$ cat src/rtl/audcmd_pkg.sv
package audcmd_pkg;
  // I/O location map
  localparam logic [2:0] LOC_RESET = 3'd0;
  localparam logic [2:0] LOC_DATA  = 3'd1;
  localparam logic [2:0] LOC_CMD   = 3'd2;
  localparam logic [2:0] LOC_STAT  = 3'd3;
  localparam logic [2:0] LOC_ACK   = 3'd4;

  // Command opcodes
  localparam logic [7:0] OPC_VERSION  = 8'hE1;
  localparam logic [7:0] OPC_RATE_OUT = 8'h41;
  localparam logic [7:0] OPC_RATE_IN  = 8'h42;
  localparam logic [7:0] OPC_PLAY16   = 8'hB0;
  localparam logic [7:0] OPC_HALT16   = 8'hD5;

  localparam logic [7:0] READY_BYTE   = 8'hAA;

  // Mode byte fields
  localparam int MODE_SIGNED_BIT = 4;
  localparam int MODE_STEREO_BIT = 5;

  typedef enum logic {
    CS_OPCODE,
    CS_ARGS
  } cmd_state_e;
endpackage

$ cat src/rtl/audcmd_rxq.sv
module audcmd_rxq #(
  parameter int DEPTH = 4,
  parameter int WIDTH = 8
) (
  input  logic             clk,
  input  logic             rst_n,
  input  logic             flush,
  input  logic             push,
  input  logic [WIDTH-1:0] din,
  input  logic             pop,
  output logic [WIDTH-1:0] dout,
  output logic             not_empty
);
  localparam int PW = (DEPTH > 1) ? $clog2(DEPTH) : 1;
  localparam int CW = $clog2(DEPTH + 1);
  localparam logic [PW-1:0] LAST = PW'(DEPTH - 1);
  localparam logic [CW-1:0] FULL = CW'(DEPTH);

  logic [WIDTH-1:0] mem [DEPTH];
  logic [PW-1:0]    wp_q, wp_d, rp_q, rp_d;
  logic [CW-1:0]    cnt_q, cnt_d;
  logic             do_push, do_pop;

  assign not_empty = (cnt_q != '0);
  assign dout      = mem[rp_q];
  assign do_push   = push && (cnt_q != FULL);
  assign do_pop    = pop && not_empty;

  always_comb begin
    wp_d  = wp_q;
    rp_d  = rp_q;
    cnt_d = cnt_q;
    if (flush) begin
      wp_d  = '0;
      rp_d  = '0;
      cnt_d = '0;
    end else begin
      if (do_push) wp_d = (wp_q == LAST) ? '0 : wp_q + 1'b1;
      if (do_pop)  rp_d = (rp_q == LAST) ? '0 : rp_q + 1'b1;
      if (do_push && !do_pop)      cnt_d = cnt_q + 1'b1;
      else if (do_pop && !do_push) cnt_d = cnt_q - 1'b1;
    end
  end

  always_ff @(posedge clk or negedge rst_n) begin
    if (!rst_n) begin
      wp_q  <= '0;
      rp_q  <= '0;
      cnt_q <= '0;
    end else begin
      wp_q  <= wp_d;
      rp_q  <= rp_d;
      cnt_q <= cnt_d;
    end
  end

  // Storage carries no reset; only the pointers qualify it.
  always_ff @(posedge clk) begin
    if (do_push && !flush) mem[wp_q] <= din;
  end
endmodule

$ cat src/rtl/audcmd_ctrl.sv
module audcmd_ctrl
  import audcmd_pkg::*;
#(
  parameter int BUSY_CYCLES = 4,
  parameter int RST_CYCLES  = 8,
  parameter int VER_MAJOR   = 4,
  parameter int VER_MINOR   = 13
) (
  input  logic        clk,
  input  logic        rst_n,
  input  logic        rst_wr,
  input  logic        rst_bit,
  input  logic        cmd_wr,
  input  logic [7:0]  cmd_byte,
  output logic        busy,
  output logic        resetting,
  output logic        flush,
  output logic        push,
  output logic [7:0]  push_byte,
  output logic        play_start,
  output logic [7:0]  play_mode,
  output logic [15:0] play_count,
  output logic        play_halt,
  output logic [15:0] rate_out,
  output logic [15:0] rate_in,
  output logic        parser_idle
);
  localparam int BW = $clog2(BUSY_CYCLES + 1);
  localparam int RW = $clog2(RST_CYCLES + 1);
  localparam logic [BW-1:0] BUSY_LOAD = BW'(BUSY_CYCLES);
  localparam logic [RW-1:0] RST_LOAD  = RW'(RST_CYCLES);
  localparam logic [7:0]    MAJOR_B   = 8'(VER_MAJOR);
  localparam logic [7:0]    MINOR_B   = 8'(VER_MINOR);

  logic              armed_q, armed_d;
  logic              rsting_q, rsting_d;
  logic [RW-1:0]     rcnt_q, rcnt_d;
  logic [BW-1:0]     bcnt_q, bcnt_d;
  cmd_state_e        cst_q, cst_d;
  logic [7:0]        op_q, op_d;
  logic [1:0]        argi_q, argi_d;
  logic [7:0]        a0_q, a0_d, a1_q, a1_d;
  logic              minor_q, minor_d;
  logic [15:0]       rout_q, rout_d, rin_q, rin_d;
  logic              fire, accept;

  assign busy        = rsting_q || (bcnt_q != '0);
  assign resetting   = rsting_q;
  assign fire        = rst_wr && !rst_bit && armed_q;
  assign flush       = fire;
  assign accept      = cmd_wr && !busy;
  assign play_mode   = a0_q;
  assign play_count  = {cmd_byte, a1_q};
  assign rate_out    = rout_q;
  assign rate_in     = rin_q;
  assign parser_idle = (cst_q == CS_OPCODE);

  always_comb begin
    armed_d    = armed_q;
    rsting_d   = rsting_q;
    rcnt_d     = rcnt_q;
    bcnt_d     = bcnt_q;
    cst_d      = cst_q;
    op_d       = op_q;
    argi_d     = argi_q;
    a0_d       = a0_q;
    a1_d       = a1_q;
    minor_d    = minor_q;
    rout_d     = rout_q;
    rin_d      = rin_q;
    push       = 1'b0;
    push_byte  = 8'h00;
    play_start = 1'b0;
    play_halt  = 1'b0;
    if (fire) begin
      armed_d  = 1'b0;
      rsting_d = 1'b1;
      rcnt_d   = RST_LOAD;
      bcnt_d   = '0;
      cst_d    = CS_OPCODE;
      argi_d   = '0;
      minor_d  = 1'b0;
      rout_d   = '0;
      rin_d    = '0;
    end else begin
      if (rst_wr) armed_d = rst_bit;
      if (rsting_q) begin
        if (rcnt_q == '0) begin
          rsting_d  = 1'b0;
          push      = 1'b1;
          push_byte = READY_BYTE;
        end else begin
          rcnt_d = rcnt_q - 1'b1;
        end
      end
      if (bcnt_q != '0) bcnt_d = bcnt_q - 1'b1;
      if (minor_q) begin
        push      = 1'b1;
        push_byte = MINOR_B;
        minor_d   = 1'b0;
      end
      if (accept) begin
        bcnt_d = BUSY_LOAD;
        if (cst_q == CS_OPCODE) begin
          case (cmd_byte)
            OPC_VERSION: begin
              push      = 1'b1;
              push_byte = MAJOR_B;
              minor_d   = 1'b1;
            end
            OPC_RATE_OUT, OPC_RATE_IN, OPC_PLAY16: begin
              op_d   = cmd_byte;
              argi_d = '0;
              cst_d  = CS_ARGS;
            end
            OPC_HALT16: play_halt = 1'b1;
            default: ;
          endcase
        end else begin
          argi_d = argi_q + 1'b1;
          if (op_q == OPC_PLAY16) begin
            case (argi_q)
              2'd0:    a0_d = cmd_byte;
              2'd1:    a1_d = cmd_byte;
              default: begin
                play_start = 1'b1;
                cst_d      = CS_OPCODE;
              end
            endcase
          end else begin
            if (argi_q == 2'd0) begin
              a0_d = cmd_byte;
            end else begin
              if (op_q == OPC_RATE_OUT) rout_d = {a0_q, cmd_byte};
              else                      rin_d  = {a0_q, cmd_byte};
              cst_d = CS_OPCODE;
            end
          end
        end
      end
    end
  end

  always_ff @(posedge clk or negedge rst_n) begin
    if (!rst_n) begin
      armed_q  <= 1'b0;
      rsting_q <= 1'b1;
      rcnt_q   <= RST_LOAD;
      bcnt_q   <= '0;
      cst_q    <= CS_OPCODE;
      op_q     <= '0;
      argi_q   <= '0;
      a0_q     <= '0;
      a1_q     <= '0;
      minor_q  <= 1'b0;
      rout_q   <= '0;
      rin_q    <= '0;
    end else begin
      armed_q  <= armed_d;
      rsting_q <= rsting_d;
      rcnt_q   <= rcnt_d;
      bcnt_q   <= bcnt_d;
      cst_q    <= cst_d;
      op_q     <= op_d;
      argi_q   <= argi_d;
      a0_q     <= a0_d;
      a1_q     <= a1_d;
      minor_q  <= minor_d;
      rout_q   <= rout_d;
      rin_q    <= rin_d;
    end
  end
endmodule

$ cat src/rtl/audcmd_player.sv
module audcmd_player
  import audcmd_pkg::*;
#(
  parameter int CNT_W = 16
) (
  input  logic             clk,
  input  logic             rst_n,
  input  logic             flush,
  input  logic             start,
  input  logic [7:0]       mode,
  input  logic [CNT_W-1:0] count,
  input  logic             halt,
  input  logic             tick,
  input  logic             ack_clr,
  output logic             active,
  output logic             irq,
  output logic             is_signed,
  output logic             stereo
);
  logic             act_q, act_d;
  logic             irq_q, irq_d;
  logic             sgn_q, sgn_d;
  logic             st_q, st_d;
  logic             half_q, half_d;
  logic [CNT_W-1:0] rem_q, rem_d;
  logic             done;

  assign active    = act_q;
  assign irq       = irq_q;
  assign is_signed = sgn_q;
  assign stereo    = st_q;

  always_comb begin
    act_d  = act_q;
    sgn_d  = sgn_q;
    st_d   = st_q;
    half_d = half_q;
    rem_d  = rem_q;
    done   = 1'b0;
    if (flush) begin
      act_d  = 1'b0;
      sgn_d  = 1'b0;
      st_d   = 1'b0;
      half_d = 1'b0;
      rem_d  = '0;
    end else if (start) begin
      act_d  = 1'b1;
      sgn_d  = mode[MODE_SIGNED_BIT];
      st_d   = mode[MODE_STEREO_BIT];
      half_d = 1'b0;
      rem_d  = count;
    end else if (halt) begin
      act_d = 1'b0;
    end else if (tick && act_q) begin
      if (st_q && !half_q) begin
        half_d = 1'b1;
      end else begin
        half_d = 1'b0;
        if (rem_q == '0) begin
          act_d = 1'b0;
          done  = 1'b1;
        end else begin
          rem_d = rem_q - 1'b1;
        end
      end
    end
    if (flush)        irq_d = 1'b0;
    else if (done)    irq_d = 1'b1;
    else if (ack_clr) irq_d = 1'b0;
    else              irq_d = irq_q;
  end

  always_ff @(posedge clk or negedge rst_n) begin
    if (!rst_n) begin
      act_q  <= 1'b0;
      irq_q  <= 1'b0;
      sgn_q  <= 1'b0;
      st_q   <= 1'b0;
      half_q <= 1'b0;
      rem_q  <= '0;
    end else begin
      act_q  <= act_d;
      irq_q  <= irq_d;
      sgn_q  <= sgn_d;
      st_q   <= st_d;
      half_q <= half_d;
      rem_q  <= rem_d;
    end
  end
endmodule

$ cat src/rtl/audcmd_port.sv
module audcmd_port
  import audcmd_pkg::*;
#(
  parameter int BUSY_CYCLES = 4,
  parameter int RST_CYCLES  = 8,
  parameter int RXQ_DEPTH   = 4,
  parameter int VER_MAJOR   = 4,
  parameter int VER_MINOR   = 13
) (
  input  logic        clk,
  input  logic        rst_n,
  input  logic [2:0]  bus_addr,
  input  logic        bus_wr,
  input  logic        bus_rd,
  input  logic [7:0]  bus_wdata,
  output logic [7:0]  bus_rdata,
  input  logic        sample_tick,
  output logic        irq,
  output logic        play_active,
  output logic        play_signed,
  output logic        play_stereo,
  output logic [15:0] out_rate,
  output logic [15:0] in_rate
);
  logic [1:0]  rsync_q;
  logic        rst_sync_n;
  logic        busy, resetting, flush, push, play_start, play_halt, parser_idle;
  logic [7:0]  push_byte, play_mode, rxq_dout;
  logic [15:0] play_count;
  logic        rx_avail, pop, ack_clr;

  always_ff @(posedge clk or negedge rst_n) begin
    if (!rst_n) rsync_q <= 2'b00;
    else        rsync_q <= {rsync_q[0], 1'b1};
  end
  assign rst_sync_n = rsync_q[1];

  assign pop     = bus_rd && (bus_addr == LOC_DATA);
  assign ack_clr = bus_rd && (bus_addr == LOC_ACK);

  audcmd_ctrl #(
    .BUSY_CYCLES (BUSY_CYCLES),
    .RST_CYCLES  (RST_CYCLES),
    .VER_MAJOR   (VER_MAJOR),
    .VER_MINOR   (VER_MINOR)
  ) u_ctrl (
    .clk         (clk),
    .rst_n       (rst_sync_n),
    .rst_wr      (bus_wr && (bus_addr == LOC_RESET)),
    .rst_bit     (bus_wdata[0]),
    .cmd_wr      (bus_wr && (bus_addr == LOC_CMD)),
    .cmd_byte    (bus_wdata),
    .busy        (busy),
    .resetting   (resetting),
    .flush       (flush),
    .push        (push),
    .push_byte   (push_byte),
    .play_start  (play_start),
    .play_mode   (play_mode),
    .play_count  (play_count),
    .play_halt   (play_halt),
    .rate_out    (out_rate),
    .rate_in     (in_rate),
    .parser_idle (parser_idle)
  );

  audcmd_rxq #(
    .DEPTH (RXQ_DEPTH),
    .WIDTH (8)
  ) u_rxq (
    .clk       (clk),
    .rst_n     (rst_sync_n),
    .flush     (flush),
    .push      (push),
    .din       (push_byte),
    .pop       (pop),
    .dout      (rxq_dout),
    .not_empty (rx_avail)
  );

  audcmd_player #(
    .CNT_W (16)
  ) u_player (
    .clk       (clk),
    .rst_n     (rst_sync_n),
    .flush     (flush),
    .start     (play_start),
    .mode      (play_mode),
    .count     (play_count),
    .halt      (play_halt),
    .tick      (sample_tick),
    .ack_clr   (ack_clr),
    .active    (play_active),
    .irq       (irq),
    .is_signed (play_signed),
    .stereo    (play_stereo)
  );

  always_comb begin
    case (bus_addr)
      LOC_DATA: bus_rdata = rx_avail ? rxq_dout : 8'h00;
      LOC_CMD:  bus_rdata = {busy, 7'b0};
      LOC_STAT: bus_rdata = {rx_avail, 7'b0};
      LOC_ACK:  bus_rdata = {irq, 7'b0};
      default:  bus_rdata = 8'h00;
    endcase
  end
endmodule

$ cat config.mk
export PLATFORM = sky130hd
export DESIGN_NAME = audcmd_port
export DESIGN_NICKNAME = d
export VERILOG_FILES = /design/src/rtl/audcmd_pkg.sv /design/src/rtl/audcmd_rxq.sv /design/src/rtl/audcmd_ctrl.sv /design/src/rtl/audcmd_player.sv /design/src/rtl/audcmd_port.sv
export SDC_FILE = /design/constraint.sdc
export NUM_CORES = 1
export LEC_CHECK = 0
export ABC_AREA = 1
export BUFFER_PORTS_ARGS = -buffer_cell sky130_fd_sc_hd__buf_2
export CAP_MARGIN = 5
export CORE_MARGIN = 10
export CORE_UTILIZATION = 59
export DETAILED_ROUTE_END_ITERATION = 7
export GPL_TIMING_DRIVEN = 0
export MAX_ROUTING_LAYER = met4
export PLACE_DENSITY = 0.78
export SLEW_MARGIN = 20
export SYNTH_ARGS = -nofsm -noshare
export SYNTH_HDL_FRONTEND = slang
export SYNTH_SLANG_ARGS = --single-unit
$ cat constraint.sdc
create_clock -name clk -period 6.3 [get_ports clk]
set_input_delay 1.26 -clock clk [delete_from_list [all_inputs] [get_ports clk]]
set_output_delay 1.26 -clock clk [all_outputs]
set_load 0.05 [all_outputs]
## After elaboration in Yosys (flattened, before gate mapping)

Memories as Yosys holds them, arrays and structs flattened.
Index checks and enable logic that the tools add are counted.

| storage, ports and cells | value |
|---|---|
| logic and storage cells | 214 |
| memories | 1 |
| register bits | 99 |
| bits in writable memories | 32 |
| output and inout port bits | 44 |
| input port bits | 16 |

| operators by class | value |
|---|---|
| equal/unequal tests | 23 |
| muxes and demuxes | 104 |
| bitwise operators | 2 |
| $add $sub $neg | 8 |
| reduce and logical (&&, ||, !) cells | 54 |

Memory list:

| memory | words | width | rd ports | clocked after memory_dff | wr ports | line | source |
|---|---|---|---|---|---|---|---|
| u_rxq.mem | 4 | 8 | 1 | 0 | 1 | audcmd_rxq.sv:19 | `logic [WIDTH-1:0] mem [DEPTH];` |

Operators with widths:

| cell | number |
|---|---|
| 2-to-1 mux 16 bit | 18 |
| 2-to-1 mux 8 bit | 8 |
| 2-to-1 mux 1 bit | 58 |
| equality test 8 bit (second input constant) | 4 |
| one-hot mux 8 bit (4 select lines) | 1 |
| equality test 8 x 7 -> 1 bit (second input constant) | 3 |
| nonzero test 3 bit | 7 |
| 2-to-1 mux 2 bit | 10 |
| 2-to-1 mux 3 bit | 6 |
| zero test 16 bit | 1 |
| nonzero test 2 bit | 8 |
| subtractor 16 x 1 -> 16 bit (second input constant) | 1 |
| AND reduction 5 bit | 3 |
| logical AND 1 bit | 14 |
| 2-to-1 mux 4 bit | 3 |
| AND reduction 4 bit | 3 |
| inequality test 3 bit (second input constant) | 3 |
| inequality test 2 x 1 -> 1 bit (second input constant) | 4 |
| nonzero test 4 bit | 2 |
| adder 2 x 1 -> 2 bit (second input constant) | 3 |
| equality test 3 x 2 -> 1 bit (second input constant) | 2 |
| zero test 1 bit | 6 |
| AND reduction 2 bit | 3 |
| subtractor 3 x 1 -> 3 bit (second input constant) | 2 |
| other kinds (16) | 18 |

## Longest topological paths before layout

Gate-level depths: netlist of run 1.

| depth | value |
|---|---|
| depth after elaboration | 14 |
| gate-level depth with buffers | 14 |
| mapped depth without buffers | 14 |

## Modules after synthesis

A second synthesis of run 1 with hierarchy kept.

| second synthesis, totals | value |
|---|---|
| cells, all modules | 831 |
| area total of the unflattened synthesis | 6835.3 µm² |

Modules (own cells, without submodules):

| module | sequential area each (µm²) | cells an instance | instances | area each (µm²) |
|---|---|---|---|---|
| audcmd_ctrl | 1729.2 | 426 | 1 | 3437.0 |
| audcmd_rxq | 1136.1 | 146 | 1 | 1712.9 |
| audcmd_player | 525.5 | 219 | 1 | 1466.4 |
| audcmd_port | 50.0 | 40 | 1 | 219.0 |

## Worst setup path before layout of run 1

OpenSTA, ideal clock, no wires.

| path | value |
|---|---|
| kind | input-to-output |
| start point | in bus_addr[2] |
| end point | out bus_rdata[0] |
| path slack | 2672 ps |
| required time | 5040 ps |
| stages | 5 |
| buffers on the path | 0 |
| data arrival time | 2368 ps |
| cells stage by stage | inv_2 > nand3_1 > nor2_1 > inv_1 > a21oi_1 |

| between the ends | value |
|---|---|
| word-level cells in the longest chain between the ends | 2 |
| elaborated cells on any way between the ends | 5 |
| those cells by class | eq/ne (4); mux (1) |

RTL lines:

| element | line | source |
|---|---|---|
| start, declared | audcmd_port.sv:12 | `input logic [2:0] bus_addr,` |
| equality test 3 bit (tied with other cells) | audcmd_port.sv:100 | `case (bus_addr)` |
| one-hot mux 8 bit (4 select lines) (*) | audcmd_port.sv:100 |  |
| end, declared | audcmd_port.sv:16 | `output logic [7:0] bus_rdata,` |

Every way passes the cells marked *; elsewhere a longest branch is shown, timed or not.

## Worst setup path after layout of run 1

Same ends and word-level chain as after synthesis.

==> Implementation_results.wiki, run 1 <==
{| class="wikitable"
! Metric !! Value
|-
| Clock latency at the later pin of the worst-skew pair || 0.52 ns
|-
| Unrepaired setup endpoints after global routing || no
|-
| Clock-pin slew on the worst setup and hold paths || roughly 0.060 ns
|-
| Synth cell types || 40
|-
| # nets final || 827
|-
| DRC violation count after routing || 0
|-
| Top post-synthesis cells by area || dfrtp_1 (42%), nand2_1 (14%), edfxtp_1 (8.2%)
|-
| Most congested layer reported by global routing || met2
|-
| IO Port Bufs || 57
|-
| DR WL/cell || approximately 15 um
|-
| Power per Cell Area || 386 nW/um2
|-
| Post-DP HPWL || 10600 um
|-
| Count of placed standard cells including taps || 913
|-
| Count of antenna diodes in the layout || 0
|-
| Maximum number of pins on one net before global-route repair || 56
|-
| DIE HEIGHT || 119 um
|-
| Critical Path Sink Type || output pin
|-
| Fmax achieved || 276 MHz
|-
| Die outline width || 119 um
|-
| Total of cells resized after clock tree synthesis || 0
|-
| Maximum root-to-sink buffer count || 2
|-
| Final Hold Violating Endpoints || 0
|-
| Yosys warnings || 0
|-
| Register bit total from synthesis || 115
|-
| Setup total negative slack || 0 ns
|-
| Most frequent cell after synthesis || nand2_1
|-
| Result of the run || finished clean
|-
| Number of detailed-routing iterations run before antenna repair || 6
|-
| Initial DRC Count || 537
|-
| Register area share after synthesis || 0.507
|-
| Filler cells || 757
|-
| Pleak || roughly 3.6 nW
|-
| Antenna violations before repair || 0
|-
| M1 GR Usage || 0.261
|-
| Internal power || 1.67 mW
|-
| Routed vias || 5202
|-
| Post-synth top flop || dfrtp_1
|-
| Synthesized cell area || 5840 um2
|-
| Switching power summed over all nets || 0.981 mW
|-
| Async S/R FF share, synth || 0.861
|-
| Worst-path maximum fanout || 5
|-
| Share of the cycle needed by the critical path after routing || 0.575
|-
| Worst clock skew on the final layout || 0.00782 ns
|-
| Weighted congestion at the end of routability-driven global placement || a little under 0.9
|-
| TritonCTS buffer count || 17
|-
| Num ports || 60
|-
| Rows || 36
|-
| Number of enable flip-flop cells after synthesis || 16
|-
| Sinks on the clock net || 115
|-
| Wire length of the first global-routing pass || 24600 um
|-
| Remaining antenna violation count after routing || 0
|-
| Switching fraction of total power || 0.369
|-
| CP Class || in2out
|-
| Area delta synth->final || 17.8%
|-
| Root Driver || clkbuf_8
|-
| Combinational group share of total power || 0.295
|-
| Slew Limit Fails || 0
|-
| Mapped Cells || 721
|-
| Sequential Power Share || 0.376
|-
| Max_slew headroom || 0.601
|-
| Worst min-delay path class || reg2async
|-
| GRT Total Usage || 0.215
|-
| Hold Buf Count CTS || 0
|-
| Met3 Use GR || 0.0529
|-
| Ratio of cells with drive above 1 in the final layout || 0.171
|-
| Number of standard cells in the final layout excluding fillers || around 950
|-
| Met2 capacity usage during global routing || 0.339
|-
| Worst ir drop on vdd || 0.216 mV
|-
| Mapped Avg Cell Area || just over 8 um2
|-
| Cell taking the most area after synthesis || dfrtp_1
|-
| Number of failing setup endpoints in the final timing report || 0
|-
| Most numerous cell types in the synthesized netlist || nand2_1 (218), dfrtp_1 (97), inv_1 (79), nor2_1 (62), nand3_1 (59)
|-
| Placeable core region || between 9000 and 10000 um2
|-
| Data required time of the worst path || 5.04 ns
|-
| Count of buffers added by post-CTS timing repair for setup || 0
|-
| Share of power burned in the clock network || 0.329
|-
| Detail-routed via count per cell || 5.50
|-
| Htree depth || 4
|-
| Number of global-route vias before repair || 5064
|-
| Arrival time of data at the critical path endpoint || 2.36 ns
|-
| Die area || 14300 um2
|-
| Pin slew with the least headroom to its limit || 0.598 ns
|-
| Overflow after GRT || 0
|-
| Minimum period implied by the final worst setup slack || 3.62 ns
|-
| Proportion of netlist area held by the largest area contributor || 0.416
|-
| Initial cell density of the core || 0.600
|-
| Depth of the worst register-to-register path || 12
|-
| Clock tree from TritonCTS || yes
|-
| Internal reg-to-reg setup slack || 3.83 ns
|-
| Number of maximum-capacitance violations || 0
|-
| Wire length reported by the detailed router || 14600 um
|-
| Startpoint type of the worst setup path || input port
|}
## cell type report
cell class / instances / area, um2 / share of cell area
flip-flops and latches: 115 / 2960 / 0.431
multi-input cells: 501 / 2440 / 0.354
clock buffers: 19 / 453 / 0.0659
repair buffers: 58 / 313 / 0.0455
inverters: 83 / 313 / 0.0455
well taps: 133 / 166 / 0.0242
plain buffers: 23 / 134 / 0.0195
clock inverters: 13 / 98.8 / 0.0144
## critical path, stage by stage
cell     delay, ns
buf_2         0.13
inv_2         0.07
nand3_1       0.07
nor2_1        0.24
inv_1         0.13
a21oi_1       0.16
buf_2         0.29
## cells in the final DEF (no fill, tap or decap), types with 2 or more instances in the layout
cell type	n
xor2_1	7
edfxtp_1	16
nor2_2	4
a211oi_1	2
inv_6	3
dfstp_2	2
nand2_4	2
nand2_2	3
buf_2	71
nand4_1	13
nor2_1	62
nand3_2	3
inv_2	3
conb_1	3
a21oi_1	11
nor2_4	3
nand3_1	59
inv_1	79
clkbuf_8	2
clkinv_2	4
nand3_4	3
nor3_1	10
clkinvlp_4	3
xnor2_1	3
dfrtp_1	96
ha_1	11
clkinv_4	4
nand2_1	218
o21ai_1	39
buf_4	6
o21ai_0	35
clkbuf_16	17
## metrics by stage
stage | total power [mW] | cell area, um2 | setup slack, ns | hold slack, ns | utilization
after detailed placement | 1.77 | 6330 | 2.68 | 0.338 | 0.650
after CTS | 2.66 | 6880 | 2.68 | 0.359 | 0.707
after global routing | 2.83 | 6880 | 2.57 | 0.369 | 0.707
final | 2.65 | 6880 | 2.68 | 0.338 | 0.707
after global placement | 1.73 | 6290 | 2.31 | 0.337 | 0.647
after floorplan | 1.59 | 5840 | 2.67 | 0.331 | -
## sequential cells by signal, indices dropped and copies added, names as in the netlist, 2 cells and up
name	cells
u_ctrl.rate_in	16
u_ctrl.rate_out	16
u_player.rem_q	16
u_rxq.mem	16
u_ctrl.a1_q	8
u_ctrl.op_q	8
u_ctrl.play_mode	8
u_ctrl.rcnt_q	4
u_ctrl.bcnt_q	3
u_rxq.cnt_q	3
rsync_q	2
u_ctrl.argi_q	2
u_rxq.rp_q	2
u_rxq.wp_q	2
## per-layer routing
| layer | routed length [um] | up-vias | part of all wire |
|---|---|---|---|
| met5 | 0 | - | 0 |
| met4 | 367 | 0 | 0.025 |
| met3 | 1020 | 32 | 0.070 |
| met2 | 6980 | 217 | 0.48 |
| met1 | 6270 | 2475 | 0.43 |
| li1 | - | 2478 | - |
## kinds of logic after synthesis
group | count (synthesis) | synth area share
AOI/OAI and AO/OA | 90 | 0.0791
other | 2 | 0.00129
and+or+nand+nor | 386 | 0.294
adders and majority gates | 12 | 0.0270
xor gates and xnor gates | 10 | 0.0150
DFF | 115 | 0.507
buffers and inverters | 106 | 0.0765
## path summary, 6_finish.rpt
kind,start,end
worst max register to register,u_ctrl.bcnt_q[0],u_rxq.cnt_q[1]
worst max-delay path,bus_addr[2],bus_rdata[0]
worst min-delay path,rsync_q[1],u_ctrl.rcnt_q[2]
worst min register to register,rsync_q[1],u_ctrl.rcnt_q[2]
max in group asynchronous,rsync_q[1],u_ctrl.rate_out[4]
min in group clk,rsync_q[0],rsync_q[1]
## power by group through the flow
stage	Sequential [mW]	Combinational, mW	Clock (mW)
after floorplan	1.02	0.571	0
after global placement	1.00	0.723	0
after detailed placement	1.01	0.767	0
after CTS	0.994	0.780	0.882
after global routing	1.01	0.900	0.916
final	0.998	0.783	0.874
No activity file was read; power rests on OpenSTA's default activity.
==> run 2, diff against run 1 <==
Clock period 6.3 ns to 3.7 ns, I/O delays scaled along.
==> run 2 against run 1 <==
Effect of this change:
- hold slack gained 0.0035 ns
- count of clock-buffer cells in the layout is the same
- critical path depth grew 1
- utilization up 0.10 points
- sequential power rose by 70%
- flip-flop and latch count stayed put
==> Implementation_results.wiki, run 2 (synthesized netlist as in run 1, its figures left out) <==
{| class="wikitable"
! Metric !! Value
|-
| Pin slew with the least headroom to its limit || 0.600 ns (+0.00210 ns)
|-
| Sinks on the clock net || 115 (unchanged)
|-
| Power per Cell Area || 656 nW/um2 (+70%)
|-
| Rows || 36 (unchanged)
|-
| Maximum number of pins on one net before global-route repair || 56 (unchanged)
|-
| Commonest non-fill, non-tap cells in the layout || nand2_1 (218), dfrtp_1 (96), inv_1 (79)
|-
| Clock tree from TritonCTS || yes
|-
| Post-DP HPWL || 10600 um (unchanged)
|-
| Clock latency at the later pin of the worst-skew pair || 0.52 ns (about the same)
|-
| Critical Path Sink Type || output pin
|-
| Result of the run || finished clean
|-
| Root Driver || clkbuf_8
|-
| Count of antenna diodes in the layout || 0 (unchanged)
|-
| Worst min-delay path class || reg2async
|-
| Area delta synth->final || 18.0%
|-
| Worst ir drop on vdd || 0.367 mV (+70%)
|-
| Num ports || 60 (unchanged)
|-
| Detail-routed via count per cell || 5.51 (about the same)
|-
| Startpoint type of the worst setup path || flip-flop
|-
| Hold Buf Count CTS || 1 (+1)
|-
| Placement-stage worst setup slack || 0.899 ns (-1.78 ns)
|-
| Die area || 14300 um2 (unchanged)
|-
| Minimum period implied by the final worst setup slack || 3.00 ns
|-
| Placeable core region || 9730 um2 (unchanged)
|-
| Number of failing setup endpoints in the final timing report || 0 (unchanged)
|-
| Fmax achieved || 333 MHz
|-
| Flip-flop and latch area || 2960 um2 (unchanged)
|-
| TritonCTS buffer count || 17 (unchanged)
|-
| Number of global-route vias before repair || 5064 (unchanged)
|-
| Wire length of the first global-routing pass || 24600 um (unchanged)
|-
| GRT Total Usage || 0.215 (unchanged)
|-
| Number of detailed-routing iterations run before antenna repair || 5 (-1)
|-
| Clock-pin slew on the worst setup and hold paths || 0.06 ns (about the same)
|-
| Setup total negative slack || 0 ns (unchanged)
|-
| Overflow after GRT || 0 (unchanged)
|-
| DRC violation count after routing || 0 (unchanged)
|-
| Worst clock skew on the final layout || 0.00784 ns (+0.0000216 ns)
|-
| IO Port Bufs || 57 (unchanged)
|-
| Final worst-path setup slack || 0.698 ns (-1.98 ns)
|-
| Area of the multi-input gates || 2440 um2 (unchanged)
|-
| Htree depth || 4 (unchanged)
|-
| Filler cells || 756 (-0.13%)
|-
| Total of cells resized after clock tree synthesis || 0 (unchanged)
|-
| Weighted congestion at the end of routability-driven global placement || 0.891 (unchanged)
|-
| Initial cell density of the core || 0.600 (unchanged)
|-
| CP Class || reg2out
|-
| Count of buffers added by post-CTS timing repair for setup || 0 (unchanged)
|-
| Routed vias || 5210 (+0.15%)
|-
| Share of the cycle needed by the critical path after routing || 0.811
|-
| Standard cell area after detailed placement || 6330 um2 (unchanged)
|-
| Wire length reported by the detailed router || 14600 um (unchanged)
|-
| Most common library cell in the layout ignoring fill and taps || nand2_1
|-
| Initial DRC Count || 535 (-0.37%)
|-
| Slew Limit Fails || 0 (unchanged)
|-
| Unrepaired setup endpoints after global routing || no
|-
| # nets final || 828 (+0.12%)
|-
| Remaining antenna violation count after routing || 0 (unchanged)
|-
| Data required time of the worst path || 2.96 ns (-2.08 ns)
|-
| Max_slew headroom || 0.600 (-0.00140)
|-
| Antenna violations before repair || 0 (unchanged)
|-
| Maximum root-to-sink buffer count || 2 (unchanged)
|-
| Arrival time of data at the critical path endpoint || 2.26 ns (-0.10 ns)
|-
| Pleak || 3.62 nW (+0.12%)
|-
| Ratio of cells with drive above 1 in the final layout || 0.171 (-0.000211)
|-
| DIE HEIGHT || 119 um (unchanged)
|-
| Die outline width || 119 um (unchanged)
|-
| Final Hold Violating Endpoints || 0 (unchanged)
|-
| Final core utilization || 0.708 (+0.00103)
|-
| Worst-path maximum fanout || 10 (+5)
|-
| Post-route cell area || 6890 um2 (+0.15%)
|-
| Number of maximum-capacitance violations || 0 (unchanged)
|-
| Worst hold margin || 0.341 ns (+0.00352 ns)
|-
| DR WL/cell || 15.5 um (-0.11%)
|}
-- run 2: cell types whose count changed in the layout (fill, tap and decap cells not counted) --
cell and change:
dlygate4sd3_1 +1
-- run 2: final timing paths --
check / start / endpoint / slack (ns) / cells after the start
worst min-delay path: rsync_q[1] / u_ctrl.rcnt_q[2] / 0.34 / 0
worst max-delay path: u_rxq.rp_q[0] / bus_rdata[5] / 0.70 / 8
worst min register to register: rsync_q[1] / u_ctrl.rcnt_q[2] / 0.34 / 0
min in group clk: rsync_q[0] / rsync_q[1] / 0.35 / 0
max in group asynchronous: rsync_q[1] / u_ctrl.play_mode[7] / 2.69 / 1
worst max register to register: u_ctrl.bcnt_q[0] / u_rxq.cnt_q[1] / 1.23 / 12
-- run 2: cell type report --
class / instances / share of cell area
multi-input cells: 501 / 0.354
clock inverters: 13 / 0.0144
inverters: 83 / 0.0454
flip-flops and latches: 115 / 0.430
clock buffers: 19 / 0.0658
plain buffers: 23 / 0.0194
repair buffers: 59 / 0.0469
well taps: 133 / 0.0242
-- run 2: metrics by stage --
step           power (mW)  cells
6_report             4.52    946
5_1_grt              4.82    946
4_1_cts              4.52    946
3_5_place_dp         3.02    913
3_3_place_gp         2.94    912
2_1_floorplan        2.71    722
-- run 2: worst max-delay path, stage by stage, from the launching register on --
cell and delay [ns]:
dfrtp_1 0.34, clkbuf_1 0.36, inv_1 0.26, o21ai_0 0.20, o22ai_1 0.09, nand2_1 0.11
inv_1 0.06, buf_4 0.12, buf_2 0.20
-- run 2: metal layers --
layer	wire, um	part of all wire	vias up	GRT usage
met4	327	0.022	0	0.0882
met3	1010	0.069	29	0.0529
met2	6990	0.48	216	0.339
li1	-	-	2480	-
met5	0	0	-	-
met1	6310	0.43	2485	0.261
-- run 2: power breakdown --
part           internal (mW)  switching (mW)
Sequential              1.50           0.202
Combinational          0.469           0.866
Clock                  0.885           0.601
